[config.mk]
export PLATFORM = sky130hd
export DESIGN_NAME = dram_sched
export DESIGN_NICKNAME = d
export VERILOG_FILES = /design/src/rtl/dram_sched_pkg.sv /design/src/rtl/dram_sched_queue.sv /design/src/rtl/dram_sched_bank.sv /design/src/rtl/dram_sched_oldest.sv /design/src/rtl/dram_sched_pick.sv /design/src/rtl/dram_sched.sv
export SDC_FILE = /design/constraint.sdc
export NUM_CORES = 1
export LEC_CHECK = 0
export ABC_AREA = 1
export BUFFER_PORTS_ARGS = -buffer_cell sky130_fd_sc_hd__clkbuf_2
export CORE_MARGIN = 5
export CORE_UTILIZATION = 48
export DETAILED_ROUTE_END_ITERATION = 8
export GPL_ROUTABILITY_DRIVEN = 1
export PLACE_DENSITY_LB_ADDON = 0.3
export SYNTH_ARGS = -nofsm -noshare
export SYNTH_HDL_FRONTEND = slang
export SYNTH_SLANG_ARGS = --single-unit
[constraint.sdc]
create_clock -name clk -period 10.7 [get_ports clk]
set_input_delay 2.14 -clock clk [delete_from_list [all_inputs] [get_ports clk]]
set_output_delay 2.14 -clock clk [all_outputs]
set_load 0.05 [all_outputs]
[src/rtl/dram_sched_pkg.sv]
package dram_sched_pkg;
  typedef enum logic [1:0] {
    OP_NONE = 2'd0,
    OP_PRE  = 2'd1,
    OP_ACT  = 2'd2,
    OP_COL  = 2'd3
  } cmd_op_e;
endpackage

[src/rtl/dram_sched_queue.sv]
module dram_sched_queue #(
  parameter int QDEPTH = 8,
  parameter int BANK_W = 2,
  parameter int ROW_W  = 8,
  parameter int COL_W  = 6,
  parameter int IDX_W  = 3
) (
  input  logic                             clk,
  input  logic                             rst_n,
  input  logic                             ins_en,
  input  logic                             ins_write,
  input  logic [BANK_W-1:0]                ins_bank,
  input  logic [ROW_W-1:0]                 ins_row,
  input  logic [COL_W-1:0]                 ins_col,
  input  logic                             rm_en,
  input  logic [IDX_W-1:0]                 rm_idx,
  output logic                             full,
  output logic [QDEPTH-1:0]                q_valid,
  output logic [QDEPTH-1:0]                q_write,
  output logic [QDEPTH-1:0][BANK_W-1:0]    q_bank,
  output logic [QDEPTH-1:0][ROW_W-1:0]     q_row,
  output logic [QDEPTH-1:0][COL_W-1:0]     q_col,
  output logic [QDEPTH-1:0][IDX_W-1:0]     q_age
);
  localparam int CNT_W = IDX_W + 1;

  logic                         free_found;
  logic [IDX_W-1:0]             free_idx;
  logic [CNT_W-1:0]             occupied;
  logic [QDEPTH-1:0]            valid_d;
  logic [QDEPTH-1:0][IDX_W-1:0] age_d;

  // lowest free slot
  always_comb begin
    free_found = 1'b0;
    free_idx   = '0;
    occupied   = '0;
    for (int i = QDEPTH - 1; i >= 0; i--) begin
      if (!q_valid[i]) begin
        free_found = 1'b1;
        free_idx   = IDX_W'(i);
      end
      occupied = occupied + CNT_W'(q_valid[i]);
    end
  end

  assign full = ~free_found;

  // age is a rank: 0 is the oldest entry, ranks of valid entries are distinct
  always_comb begin
    valid_d = q_valid;
    age_d   = q_age;
    if (rm_en) begin
      valid_d[rm_idx] = 1'b0;
      for (int i = 0; i < QDEPTH; i++) begin
        if (q_valid[i] && (q_age[i] > q_age[rm_idx])) begin
          age_d[i] = q_age[i] - IDX_W'(1);
        end
      end
    end
    if (ins_en) begin
      valid_d[free_idx] = 1'b1;
      age_d[free_idx]   = IDX_W'(occupied - CNT_W'(rm_en));
    end
  end

  always_ff @(posedge clk or negedge rst_n) begin
    if (!rst_n) begin
      q_valid <= '0;
      q_age   <= '0;
    end else begin
      q_valid <= valid_d;
      q_age   <= age_d;
    end
  end

  always_ff @(posedge clk) begin
    if (ins_en) begin
      q_write[free_idx] <= ins_write;
      q_bank[free_idx]  <= ins_bank;
      q_row[free_idx]   <= ins_row;
      q_col[free_idx]   <= ins_col;
    end
  end
endmodule

[src/rtl/dram_sched_bank.sv]
module dram_sched_bank #(
  parameter int ROW_W = 8,
  parameter int TMR_W = 2,
  parameter int T_RCD = 3,
  parameter int T_RP  = 3
) (
  input  logic             clk,
  input  logic             rst_n,
  input  logic             act_en,
  input  logic             pre_en,
  input  logic [ROW_W-1:0] act_row,
  output logic             is_open,
  output logic [ROW_W-1:0] open_row,
  output logic             idle
);
  logic [TMR_W-1:0] tmr, tmr_d;
  logic             open_d;

  always_comb begin
    tmr_d  = tmr;
    open_d = is_open;
    if (act_en) begin
      tmr_d  = TMR_W'(T_RCD);
      open_d = 1'b1;
    end else if (pre_en) begin
      tmr_d  = TMR_W'(T_RP);
      open_d = 1'b0;
    end else if (tmr != '0) begin
      tmr_d = tmr - TMR_W'(1);
    end
  end

  always_ff @(posedge clk or negedge rst_n) begin
    if (!rst_n) begin
      tmr      <= '0;
      is_open  <= 1'b0;
      open_row <= '0;
    end else begin
      tmr     <= tmr_d;
      is_open <= open_d;
      if (act_en) open_row <= act_row;
    end
  end

  assign idle = (tmr == '0);
endmodule

[src/rtl/dram_sched_oldest.sv]
module dram_sched_oldest #(
  parameter int QDEPTH = 8,
  parameter int IDX_W  = 3
) (
  input  logic [QDEPTH-1:0]            cand,
  input  logic [QDEPTH-1:0][IDX_W-1:0] age,
  output logic                         found,
  output logic [IDX_W-1:0]             idx
);
  always_comb begin
    found = 1'b0;
    idx   = '0;
    for (int i = 0; i < QDEPTH; i++) begin
      if (cand[i] && (!found || (age[i] < age[idx]))) begin
        found = 1'b1;
        idx   = IDX_W'(i);
      end
    end
  end
endmodule

[src/rtl/dram_sched_pick.sv]
module dram_sched_pick
  import dram_sched_pkg::*;
#(
  parameter int QDEPTH    = 8,
  parameter int NUM_BANKS = 4,
  parameter int BANK_W    = 2,
  parameter int ROW_W     = 8,
  parameter int IDX_W     = 3
) (
  input  logic [QDEPTH-1:0]                q_valid,
  input  logic [QDEPTH-1:0][BANK_W-1:0]    q_bank,
  input  logic [QDEPTH-1:0][ROW_W-1:0]     q_row,
  input  logic [QDEPTH-1:0][IDX_W-1:0]     q_age,
  input  logic [NUM_BANKS-1:0]             bank_open,
  input  logic [NUM_BANKS-1:0][ROW_W-1:0]  bank_row,
  input  logic [NUM_BANKS-1:0]             bank_idle,
  output logic                             sel_valid,
  output logic [IDX_W-1:0]                 sel_idx,
  output cmd_op_e                          sel_op
);
  logic [QDEPTH-1:0] hit_rdy, act_rdy, any_rdy;
  logic              hit_found, any_found;
  logic [IDX_W-1:0]  hit_idx, any_idx;

  always_comb begin
    for (int i = 0; i < QDEPTH; i++) begin
      hit_rdy[i] = q_valid[i] && bank_idle[q_bank[i]] && bank_open[q_bank[i]]
                   && (bank_row[q_bank[i]] == q_row[i]);
      act_rdy[i] = q_valid[i] && bank_idle[q_bank[i]] && !bank_open[q_bank[i]];
      // an idle bank always admits the next step of any request to it
      any_rdy[i] = q_valid[i] && bank_idle[q_bank[i]];
    end
  end

  dram_sched_oldest #(.QDEPTH(QDEPTH), .IDX_W(IDX_W)) u_hit (
    .cand (hit_rdy),
    .age  (q_age),
    .found(hit_found),
    .idx  (hit_idx)
  );

  dram_sched_oldest #(.QDEPTH(QDEPTH), .IDX_W(IDX_W)) u_any (
    .cand (any_rdy),
    .age  (q_age),
    .found(any_found),
    .idx  (any_idx)
  );

  always_comb begin
    sel_valid = hit_found | any_found;
    sel_idx   = hit_found ? hit_idx : any_idx;
    if (hit_found)              sel_op = OP_COL;
    else if (!any_found)        sel_op = OP_NONE;
    else if (act_rdy[any_idx])  sel_op = OP_ACT;
    else                        sel_op = OP_PRE;
  end
endmodule

[src/rtl/dram_sched.sv]
module dram_sched
  import dram_sched_pkg::*;
#(
  parameter int NUM_BANKS = 4,
  parameter int QDEPTH    = 8,
  parameter int ROW_W     = 8,
  parameter int COL_W     = 6,
  parameter int T_RCD     = 3,
  parameter int T_RP      = 3,
  localparam int BANK_W   = $clog2(NUM_BANKS),
  localparam int IDX_W    = $clog2(QDEPTH),
  localparam int T_MAX    = (T_RCD > T_RP) ? T_RCD : T_RP,
  localparam int TMR_W    = $clog2(T_MAX + 1)
) (
  input  logic              clk,
  input  logic              rst_n,
  input  logic              req_valid,
  output logic              req_ready,
  input  logic              req_write,
  input  logic [BANK_W-1:0] req_bank,
  input  logic [ROW_W-1:0]  req_row,
  input  logic [COL_W-1:0]  req_col,
  output logic              cmd_valid,
  input  logic              cmd_ready,
  output logic [1:0]        cmd_op,
  output logic              cmd_write,
  output logic [BANK_W-1:0] cmd_bank,
  output logic [ROW_W-1:0]  cmd_row,
  output logic [COL_W-1:0]  cmd_col
);
  logic                            full;
  logic [QDEPTH-1:0]               q_valid, q_write;
  logic [QDEPTH-1:0][BANK_W-1:0]   q_bank;
  logic [QDEPTH-1:0][ROW_W-1:0]    q_row;
  logic [QDEPTH-1:0][COL_W-1:0]    q_col;
  logic [QDEPTH-1:0][IDX_W-1:0]    q_age;
  logic [NUM_BANKS-1:0]            bank_open, bank_idle;
  logic [NUM_BANKS-1:0][ROW_W-1:0] bank_row;
  logic                            sel_valid, fire, ins_en;
  logic [IDX_W-1:0]                sel_idx;
  cmd_op_e                         sel_op;

  assign req_ready = ~full;
  assign ins_en    = req_valid & ~full;
  assign fire      = sel_valid & cmd_ready;

  dram_sched_queue #(
    .QDEPTH(QDEPTH), .BANK_W(BANK_W), .ROW_W(ROW_W), .COL_W(COL_W), .IDX_W(IDX_W)
  ) u_queue (
    .clk      (clk),
    .rst_n    (rst_n),
    .ins_en   (ins_en),
    .ins_write(req_write),
    .ins_bank (req_bank),
    .ins_row  (req_row),
    .ins_col  (req_col),
    .rm_en    (fire && (sel_op == OP_COL)),
    .rm_idx   (sel_idx),
    .full     (full),
    .q_valid  (q_valid),
    .q_write  (q_write),
    .q_bank   (q_bank),
    .q_row    (q_row),
    .q_col    (q_col),
    .q_age    (q_age)
  );

  for (genvar b = 0; b < NUM_BANKS; b++) begin : g_bank
    logic hit_this;
    assign hit_this = fire && (q_bank[sel_idx] == BANK_W'(b));
    dram_sched_bank #(
      .ROW_W(ROW_W), .TMR_W(TMR_W), .T_RCD(T_RCD), .T_RP(T_RP)
    ) u_bank (
      .clk     (clk),
      .rst_n   (rst_n),
      .act_en  (hit_this && (sel_op == OP_ACT)),
      .pre_en  (hit_this && (sel_op == OP_PRE)),
      .act_row (q_row[sel_idx]),
      .is_open (bank_open[b]),
      .open_row(bank_row[b]),
      .idle    (bank_idle[b])
    );
  end

  dram_sched_pick #(
    .QDEPTH(QDEPTH), .NUM_BANKS(NUM_BANKS), .BANK_W(BANK_W), .ROW_W(ROW_W), .IDX_W(IDX_W)
  ) u_pick (
    .q_valid  (q_valid),
    .q_bank   (q_bank),
    .q_row    (q_row),
    .q_age    (q_age),
    .bank_open(bank_open),
    .bank_row (bank_row),
    .bank_idle(bank_idle),
    .sel_valid(sel_valid),
    .sel_idx  (sel_idx),
    .sel_op   (sel_op)
  );

  assign cmd_valid = sel_valid;
  assign cmd_op    = sel_op;
  assign cmd_write = q_write[sel_idx];
  assign cmd_bank  = q_bank[sel_idx];
  assign cmd_row   = q_row[sel_idx];
  assign cmd_col   = q_col[sel_idx];
endmodule

Yosys cells after proc, flatten, opt, wreduce, memory -nomap -nowiden
Index checks and enable logic that the tools add are counted.
Widths: inputs -> output; s select.
- bitwise operators: 6
- reductions and logical operators: 122
- order comparisons: 46
- add/subtract/negate cells: 20
- equality and inequality tests: 14
- mux-type cells: 183
- operator list (operator ; number):
    $bmux 8 s2 ; 8
    $mux 3 ; 41
    $bmux 3 s3 ; 13
    $mux 8 ; 12
    $logic_and 1x1->1 ; 69
    $bwmux 64 ; 1
    $eq 8x8->1 ; 8
    $mux 1 ; 54
    $lt 3x4->1 const B ; 13
    $bwmux 48 ; 1
    $mux 24 ; 2
    $lt 3x3->1 ; 13
    $mux 2 ; 19
    $bmux 1 s2 ; 16
    $bmux 8 s3 ; 1
    $bwmux 24 ; 1
    $demux 8 s3 ; 1
    $gt 3x3->1 ; 8
    $lt 2x3->1 const B ; 8
    $sub 3x1->3 const B ; 8
    $logic_not 1->1 ; 22
    $add 3x1->3 ; 6
    $bmux 6 s3 ; 1
    $demux 6 s3 ; 1
    24 further kinds ; 64
- output and inout port bits: 21
- input bits: 21
- logic and storage cells: 437
- register bits after elaboration: 212

Depth between registers and ports, before layout
Gate-level depths: netlist of the first run.
- depth after elaboration: 57
- mapped depth: 102
- gate-level depth less buffers: 99

Modules after synthesis
A second synthesis of the first run with hierarchy kept.
- cell total of the unflattened synthesis: 2252
- area, all modules: 16378.2 µm²
- by module, submodules not included (module ; cells each ; instances ; area an instance (µm²) ; seq. area each (µm²)):
    dram_sched_queue ; 542 ; 1 ; 6988.0 ; 4884.7
    dram_sched_pick ; 749 ; 1 ; 3723.6 ; 0.0
    dram_sched_bank ; 51 ; 4 ; 445.4 ; 275.3
    dram_sched ; 300 ; 1 ; 1393.8 ; 0.0
    dram_sched_oldest at u_pick.u_any ; 227 ; 1 ; 1253.7 ; 0.0
    dram_sched_oldest at u_pick.u_hit ; 230 ; 1 ; 1237.4 ; 0.0

Worst setup path after synthesis of the first run
Ideal clock, no wire load.
- kind: register to output
- start: register u_queue.q_bank[2] in the netlist's numbering
- end: output port cmd_col[0]
- path buffers: 5
- cell stages (with the launch flop): 80
- path slack: -1005 ps
- required time: 8560 ps
- arrival time: 9565 ps
- cell sequence: edfxtp_1 inv_2 buf_6 nand2_1 nand3_1 nand3_1 nor2_1 nand3_1 nor3_4 nand2_2 o21ai_0 ha_1 a21oi_1 nand2_1 nand2_1 nand2_2 nand2_1 o21ai_0 [44 not listed] a22oi_1 o41ai_1 inv_1 ha_1 nand2_1 inv_1 nand2_1 nand2_1 nand2_2 nand2_4 nand2_4 nand2_4 buf_2 buf_2 buf_2 clkbuf_1 nor2_1 o2111ai_1
- cells in the longest elaborated chain, start to end: 46
- elaborated cells on any way between the ends: 114
- those cells by class: order compare (12); eq/ne (1); mux (60); reduce/logical (41)
- RTL lines (item ; line ; RTL):
    start, declared ; dram_sched_queue.sv:20 ; output logic [QDEPTH-1:0][BANK_W-1:0] q_bank,
    start signal, assigned by index ; dram_sched_queue.sv:80 ; q_bank[free_idx] <= ins_bank;
    parallel branches: the longest is 43 deep, another holds $lt 3x3->1 ; - ;
    $mux 3 * ; dram_sched_pick.sv:51 ; sel_idx = hit_found ? hit_idx : any_idx;
    $bmux 6 s3 * ; dram_sched.sv:105 ; assign cmd_col = q_col[sel_idx];
    $mux 6 (implied by the code) * ; dram_sched.sv:105 ;
    end, declared ; dram_sched.sv:29 ; output logic [COL_W-1:0] cmd_col
Mark *: on every way between the ends. The select of a mux whose other input is x is not followed.

Worst setup path after layout of the first run
- start: register u_queue.q_bank[0] in the netlist's numbering
- end: output port cmd_bank[0]
- cells in the longest elaborated chain, start to end: 49
- elaborated cells on any way between the ends: 120
- those cells by class: order compare (12); eq/ne (1); mux (62); reduce/logical (45)
- RTL lines (item ; line ; RTL):
    parallel branches: the longest is 47 deep, another holds $lt 3x3->1 ; - ;
    $bmux 2 s3 * ; dram_sched.sv:103 ; assign cmd_bank = q_bank[sel_idx];
    $mux 2 (implied by the code) * ; dram_sched.sv:103 ;
    end, declared ; dram_sched.sv:27 ; output logic [BANK_W-1:0] cmd_bank,
Marked as above.

==> results by group, run 1 <==
Outcome
  • Outcome: finished with violations
  • Failing checks: negative setup slack

Setup path
  • R2R Path Start: u_queue.q_bank[0]$_DFFE_PP_
  • Buf/Inv on CP: 18
  • Data required time at the worst endpoint: 8.56 ns
  • Cell seen most often among critical-path stages: sky130_fd_sc_hd__nand2_2
  • Endpoint of the worst register-to-register path: u_queue.q_age[10]$_DFF_PN0_
  • Peak fanout along the critical path: 8
  • Setup slack, reg-to-reg: -0.55 ns
  • Data arrival time of the critical path: 10.50 ns
  • Delay of the slowest cell on the worst path: 0.52 ns
  • Top cell family by delay on the critical path: simple AND/OR/NAND/NOR gates
  • R2R cell count: 98
  • Kind of end point of the critical path: output pin
  • Type of element launching the critical path: flip-flop
  • WS Path Type: flip-flop to output pin
  • CP Launch Point: u_queue.q_bank[0]$_DFFE_PP_
  • Cell with the largest stage delay on the worst path: sky130_fd_sc_hd__edfxtp_1

Timing
  • Final Cycle Share: 118%
  • Setup repair after global routing missed its margin: yes
  • Final setup slack of the worst path: -1.94 ns
  • Transition time at the pin with the least slew margin: 1.19 ns
  • Count of final setup violators: 68
  • Number of pins exceeding their max-slew limit in the final report: 0
  • Hold Vio Cnt, Final: 0
  • Layout Skew: 0.0355 ns
  • Maximum frequency from static timing analysis: 79.1 MHz
  • Post-layout minimum cycle time: 12.64 ns
  • Slew Limit Headroom: 20.1%

Floorplanning
  • Die Outline Area: 0.0374 mm2
  • Placement row count: 67
  • Core region area: 0.0334 mm2
  • Die W: 193 um
  • Starting utilization of the core area: 48.4%
  • Top-level I/O count: 42
  • Die Y: 193 um

Global routing
  • Via count of the first global-routing pass: 17800
  • Global route overflow: 0
  • Overall track demand over capacity in global routing: 33.9%
  • Global-route wire length before repair: 100000 um
  • Initial antenna violation count: 1
  • Pin count of the biggest net entering global routing: 54

Route
  • Final routed wire length divided by cell count: 21.6 um
  • Post-detailed-route DRC marker count: 0
  • Total wirelength of the detailed-routed design: 67400 um
  • Post-route antenna net violation count: 0
  • Post-DR vias/cell: 5.91
  • Drt initial violations: 2082
  • Total via count in the routed design: 18500
  • Number of search-and-repair iterations in the first detailed-routing pass: 9

Clock tree
  • Total clock buffers created by CTS: 25
  • Max Root-Sink Buffers: 3
  • Clock transition at the registers of the reported paths: 0.06 ns
  • Clk Latency, worst-skew pair: 0.58 ns
  • TritonCTS clock tree: yes
  • Sink count of the clock tree: 212
  • CTS root buf: sky130_fd_sc_hd__clkbuf_16
  • Htree depth: 1

Cells and area
  • Number of filler instances in the final layout: 2783
  • Commonest cells after routing, fill and taps aside: sky130_fd_sc_hd__nand2_1 (476), sky130_fd_sc_hd__buf_4 (388), sky130_fd_sc_hd__inv_1 (217)
  • Final Net Count: 2743
  • Most frequent standard cell in the layout excluding fill and tap cells: sky130_fd_sc_hd__nand2_1
  • Syn-to-layout area delta: 40.7%
  • Layout cell share with drive strength beyond 1: 32.6%

Placement
  • Post-Place Setup Slack: -1.19 ns
  • Placer congestion estimate: 1.04
  • Detailed-placement wirelength estimate: 48800 um
  • IO buf count: 41

Synthesis
  • Number of warning messages in the yosys log: 0
  • Synth Area per Inst: 7.20 um2
  • Post-synth cell types: 62
  • Number of synthesized register bits: 212
  • Number of enable-type register cells in the synthesized netlist: 136
  • Synthesized netlist cell count: 2243
  • Sequential-to-total area share from yosys stat: 37.1%
  • Net Count, Synth: 2327
  • Cell area after synthesis: 0.0161 mm2
  • Dominant register cell in the synthesized netlist: sky130_fd_sc_hd__edfxtp_1
  • Async set or reset register ratio after synthesis: 35.8%

Worst hold path
  • Startpoint of the lowest-slack hold path: g_bank[2].u_bank.tmr[1]$_DFFE_PN0P_
  • Worst hold path endpoint: g_bank[2].u_bank.tmr[1]$_DFFE_PN0P_
  • Hold path cells: 2
  • Kind of path behind the tightest hold check: flip-flop to flip-flop

Job
  • Max-capacitance violation count: 0
==> flip-flops by register name (all words and copies together), names as in the netlist <==
register,count
g_bank.u_bank.is_open,4
g_bank.u_bank.open_row,32
g_bank.u_bank.tmr,8
u_queue.q_age,24
u_queue.q_bank,16
u_queue.q_col,48
u_queue.q_row,64
u_queue.q_valid,8
u_queue.q_write,8
==> worst max-delay path by stage <==
stage          depth (start not counted)          end  slack [ns]
2_1_floorplan                         81   cmd_row[5]       -0.44
3_3_place_gp                          84  cmd_bank[0]       -0.91
3_5_place_dp                          81  cmd_bank[0]       -1.19
4_1_cts                               82   cmd_row[7]       -1.53
5_1_grt                               88   cmd_row[5]       -2.51
6_report                              89  cmd_bank[0]       -1.94
==> cells in the mapped netlist, types with 13 or more instances <==
cell                         n  area (um2)
sky130_fd_sc_hd__a21oi_1   183         916
sky130_fd_sc_hd__buf_2      19        95.1
sky130_fd_sc_hd__clkbuf_1   52         195
sky130_fd_sc_hd__dfrtp_1    76        1900
sky130_fd_sc_hd__edfxtp_1  136        4080
sky130_fd_sc_hd__ha_1       59         738
sky130_fd_sc_hd__inv_1     228         856
sky130_fd_sc_hd__inv_2      19        71.3
sky130_fd_sc_hd__nand2_1   535        2010
sky130_fd_sc_hd__nand2_2    22         138
sky130_fd_sc_hd__nand3_1   169         846
sky130_fd_sc_hd__nand4_1    29         181
sky130_fd_sc_hd__nor2_1    204         766
sky130_fd_sc_hd__o211ai_1   13        97.6
sky130_fd_sc_hd__o21ai_0   239        1200
sky130_fd_sc_hd__o21ai_1    34         170
sky130_fd_sc_hd__or2_2      16         100
sky130_fd_sc_hd__xor2_1     32         280
==> metal layers <==
metal | global-route usage (%) | up-vias | part of all wire (%)
li1 | - | 8428 | -
met1 | 42.4 | 8664 | 38
met2 | 54.6 | 1062 | 45
met3 | 6.40 | 332 | 9.3
met4 | 20.2 | 0 | 7.3
met5 | 0 | - | 0
==> through the flow <==
step | cells | setup TNS [ns] | util (%) | hold slack, ns | instance area (um2)
finish | 3127 | -46.04 | 68.1 | 0.519 | 22700
global route | 3127 | -98.92 | 68.1 | 0.557 | 22700
global placement | 2959 | -16.22 | 58.9 | 0.492 | 19700
floorplan | 2243 | -1.22 | - | 0.477 | 16800
CTS | 3095 | -56.61 | 65.0 | 0.523 | 21700
detailed placement | 2959 | -26.61 | 58.9 | 0.509 | 19700
==> final cells by class <==
type	count	area (um2)	share of cell area (%)
well taps	448	561	2.47
clock inverters	9	93.8	0.413
multi-input cells	1686	10200	45.1
repair buffers	473	4100	18.1
inverters	260	1020	4.49
clock buffers	37	701	3.08
flip-flops and latches	212	5990	26.4
diodes	1	2.50	0.0110
repair inverters	1	7.51	0.0330
==> worst register-to-register path, delay by kind of cell, from the launching register on <==
kind | cells | cell delay (ns)
adders and majority gates | 7 | 2.00
DFF | 1 | 0.52
buffers and inverters | 20 | 1.92
and+or+nand+nor | 58 | 4.94
AOI/OAI and AO/OA | 13 | 1.73
==> what timing repair did <==
item | CTS | global route
pin swaps | 36 | 128
buffers inserted | 87 | 41
endpoints found under the setup margin | 43 | 89
cloned | 3 | 3
hold buffers | 0 | 0
resized for setup | 151 | 219
==> cells by family after synthesis <==
kind of cell / count (synthesis) / share of synthesized area [%]
buffers and inverters: 347 / 8.69
AO/OA/AOI/OAI: 541 / 18.5
flip-flops: 212 / 37.1
adder cells (fa/ha/maj): 63 / 5.07
XOR/XNOR: 41 / 2.22
AND/OR/NAND/NOR: 1039 / 28.5
Power of run 1 is not shown: default switching activity piles up to over one toggle a cycle in this logic, so the estimate is an artifact.
==> run 2, diff against run 1 <==
CELL_PAD_IN_SITES_DETAIL_PLACEMENT = 0   (was not set)
CELL_PAD_IN_SITES_GLOBAL_PLACEMENT = 1   (was not set)
CORE_UTILIZATION = 43   (was 48)
==> run 2 against run 1 <==
Flip-flop and latch count is the same. Utilization fell by 8.6 points. Design area shrank 2.0%. Sequential share of layout area increased by 0.55 points. Wire length shrank 0.40%. Count of clock-buffer cells in the layout down 6. Die area increased by 11%. First-iteration DRC count down 19%. The run still ends with negative setup slack left.
==> results by group, run 2 (synthesis gave the netlist of run 1 again) <==
Outcome
  • Outcome: finished with violations (unchanged)
  • Failing checks: negative setup slack (unchanged)

Floorplanning
  • Placement row count: 71 (was 67)
  • Top-level I/O count: 42 (unchanged)
  • Starting utilization of the core area: 43.2% (was 48.4%)
  • Core region area: 0.0374 mm2 (was 0.0334 mm2)
  • Die Outline Area: 0.0415 mm2 (was 0.0374 mm2)
  • Die W: 204 um (was 193 um)
  • Die Y: 204 um (was 193 um)

Cells and area
  • Final Net Count: 2676 (was 2743)
  • Register ranked first by flip-flop count: u_queue.q_row (unchanged)
  • Most frequent standard cell in the layout excluding fill and tap cells: sky130_fd_sc_hd__nand2_1 (unchanged)
  • Layout cell share with drive strength beyond 1: 29.2% (was 32.6%)
  • Final Instance Count excl. Fillers: 3122 (was 3127)
  • Commonest cells after routing, fill and taps aside: sky130_fd_sc_hd__nand2_1 (481), sky130_fd_sc_hd__buf_4 (324), sky130_fd_sc_hd__inv_1 (216) (was sky130_fd_sc_hd__nand2_1 (476), sky130_fd_sc_hd__buf_4 (388), sky130_fd_sc_hd__inv_1 (217))
  • Registers with the most flip-flops: u_queue.q_row x64, u_queue.q_col x48, g_bank.u_bank.open_row x32 (unchanged)
  • Syn-to-layout area delta: 37.9% (was 40.7%)
  • Diode insertion count for antenna repair: 0 (was 1)
  • Flip-flop count of the largest register after layout: 64 (unchanged)

Route
  • Number of search-and-repair iterations in the first detailed-routing pass: 5 (was 9)
  • Total wirelength of the detailed-routed design: 67200 um (was 67400 um)
  • Final routed wire length divided by cell count: 21.5 um (was 21.6 um)
  • Drt initial violations: 1695 (was 2082)
  • Total via count in the routed design: 17700 (was 18500)
  • Post-detailed-route DRC marker count: 0 (unchanged)
  • Post-DR vias/cell: 5.68 (was 5.91)
  • Post-route antenna net violation count: 0 (unchanged)

Global routing
  • Global-route wire length before repair: 100000 um (about the same)
  • Global route overflow: 0 (unchanged)
  • Via count of the first global-routing pass: 16600 (was 17800)
  • Initial antenna violation count: 1 (unchanged)
  • Overall track demand over capacity in global routing: 31.2% (was 33.9%)
  • Pin count of the biggest net entering global routing: 64 (was 54)

Setup path
  • Peak fanout along the critical path: 8 (unchanged)
  • Data required time at the worst endpoint: 8.56 ns (about the same)
  • Delay of the slowest cell on the worst path: 0.54 ns (was 0.52 ns)
  • Type of element launching the critical path: flip-flop (unchanged)
  • Kind of end point of the critical path: output pin (unchanged)
  • WS Path Type: flip-flop to output pin (unchanged)
  • Cell with the largest stage delay on the worst path: sky130_fd_sc_hd__edfxtp_1 (unchanged)
  • Data arrival time of the critical path: 10.66 ns (was 10.50 ns)
  • Cell seen most often among critical-path stages: sky130_fd_sc_hd__nand2_2 (unchanged)

Timing
  • Count of final setup violators: 67 (was 68)
  • Post-layout minimum cycle time: 12.80 ns (was 12.64 ns)
  • Hold Vio Cnt, Final: 0 (unchanged)
  • Number of pins exceeding their max-slew limit in the final report: 0 (unchanged)
  • Final Cycle Share: 120% (was 118%)
  • Transition time at the pin with the least slew margin: 1.20 ns (was 1.19 ns)
  • Layout Skew: 0.0213 ns (was 0.0355 ns)
  • Slew Limit Headroom: 19.6% (was 20.1%)
  • Maximum frequency from static timing analysis: 78.1 MHz (was 79.1 MHz)
  • Setup repair after global routing missed its margin: yes (unchanged)
  • Final setup slack of the worst path: -2.10 ns (was -1.94 ns)

Job
  • Max-capacitance violation count: 0 (unchanged)

Clock tree
  • Clock transition at the registers of the reported paths: 0.06 ns (about the same)
  • Htree depth: 1 (unchanged)
  • CTS root buf: sky130_fd_sc_hd__clkbuf_16 (unchanged)
  • TritonCTS clock tree: yes (unchanged)
  • Total clock buffers created by CTS: 25 (unchanged)
  • Sink count of the clock tree: 212 (unchanged)
  • Max Root-Sink Buffers: 3 (unchanged)
  • Clk Latency, worst-skew pair: 0.55 ns (was 0.58 ns)

Worst hold path
  • Kind of path behind the tightest hold check: flip-flop to flip-flop (unchanged)

Placement
  • Detailed-placement wirelength estimate: 50800 um (was 48800 um)
  • Placer congestion estimate: 1.04 (about the same)
  • Placed cell count: 3027 (was 2959)
  • IO buf count: 41 (unchanged)
## run 2: cell count changes in the layout (fill, tap and decap cells not counted), moves of 6 or more
| cell | delta |
|---|---|
| sky130_fd_sc_hd__o21ai_1 | -10 |
| sky130_fd_sc_hd__nor2_2 | -21 |
| sky130_fd_sc_hd__buf_12 | +6 |
| sky130_fd_sc_hd__nor2_1 | +24 |
| sky130_fd_sc_hd__o21ai_2 | -16 |
| sky130_fd_sc_hd__o21ai_0 | +16 |
| sky130_fd_sc_hd__nand3_1 | +9 |
| sky130_fd_sc_hd__buf_4 | -64 |
| sky130_fd_sc_hd__o21ai_4 | +10 |
## run 2: layout make-up
class | instances | area (um2)
fill | 3355 | 15100
inverter | 260 | 1030
multi-input combinational | 1684 | 10100
timing repair buffer | 409 | 3660
clock buffer | 31 | 648
tap | 511 | 639
clock inverter | 15 | 180
sequential | 212 | 5990
## run 2: final timing paths
check | startpoint | to | slack (ns) | cells past startpoint
max | u_queue.q_bank[2]$_DFFE_PP_ | cmd_row[4] | -2.10 | 83
min | g_bank[3].u_bank.tmr[1]$_DFFE_PN0P_ | g_bank[3].u_bank.tmr[1]$_DFFE_PN0P_ | 0.52 | 2
max reg2reg | u_queue.q_bank[2]$_DFFE_PP_ | u_queue.q_age[1]$_DFF_PN0_ | -0.50 | 93
min reg2reg | g_bank[3].u_bank.tmr[1]$_DFFE_PN0P_ | g_bank[3].u_bank.tmr[1]$_DFFE_PN0P_ | 0.52 | 2
max in group asynchronous | rst_n | u_queue.q_age[2]$_DFF_PN0_ | 7.97 | 2
min in group asynchronous | rst_n | g_bank[1].u_bank.open_row[3]$_DFFE_PN0P_ | 1.44 | 1
## run 2: metal layers
metal  vias to the layer above  track usage [%]  wire length, um
met3                       141             5.58             6110
met1                      8502             43.3            28000
met4                         2             10.7             2560
met2                       806             49.4            30500
met5                         -                0               14
li1                       8287                -                -
## run 2: what timing repair did
item	CTS	global route
pin swaps	28	85
endpoints found under the setup margin	77	91
setup buffers	15	31
resized for setup	92	200
hold buffers	0	0
cloned	2	2
## run 2: through the flow
step	TNS, ns	utilization, %	setup slack [ns]	hold slack, ns	instance area [um2]
2_1_floorplan	-1.22	-	-0.437	0.477	16800
3_3_place_gp	-37.04	53.3	-1.64	0.488	19900
3_5_place_dp	-43.36	53.3	-1.76	0.508	19900
4_1_cts	-42.51	56.8	-1.95	0.525	21200
5_1_grt	-96.77	59.5	-2.63	0.564	22300
6_report	-49.24	59.5	-2.10	0.524	22300
## run 2: worst max-delay path: cells and delay by family (launching register included)
family,cells,cell delay (ns)
compound gates,14,1.95
xor+xnor,1,0.24
fa+ha+maj,6,1.79
buf+inv,16,1.69
flops,1,0.54
simple gates,46,3.86
Power of run 2 is left out for the same reason.
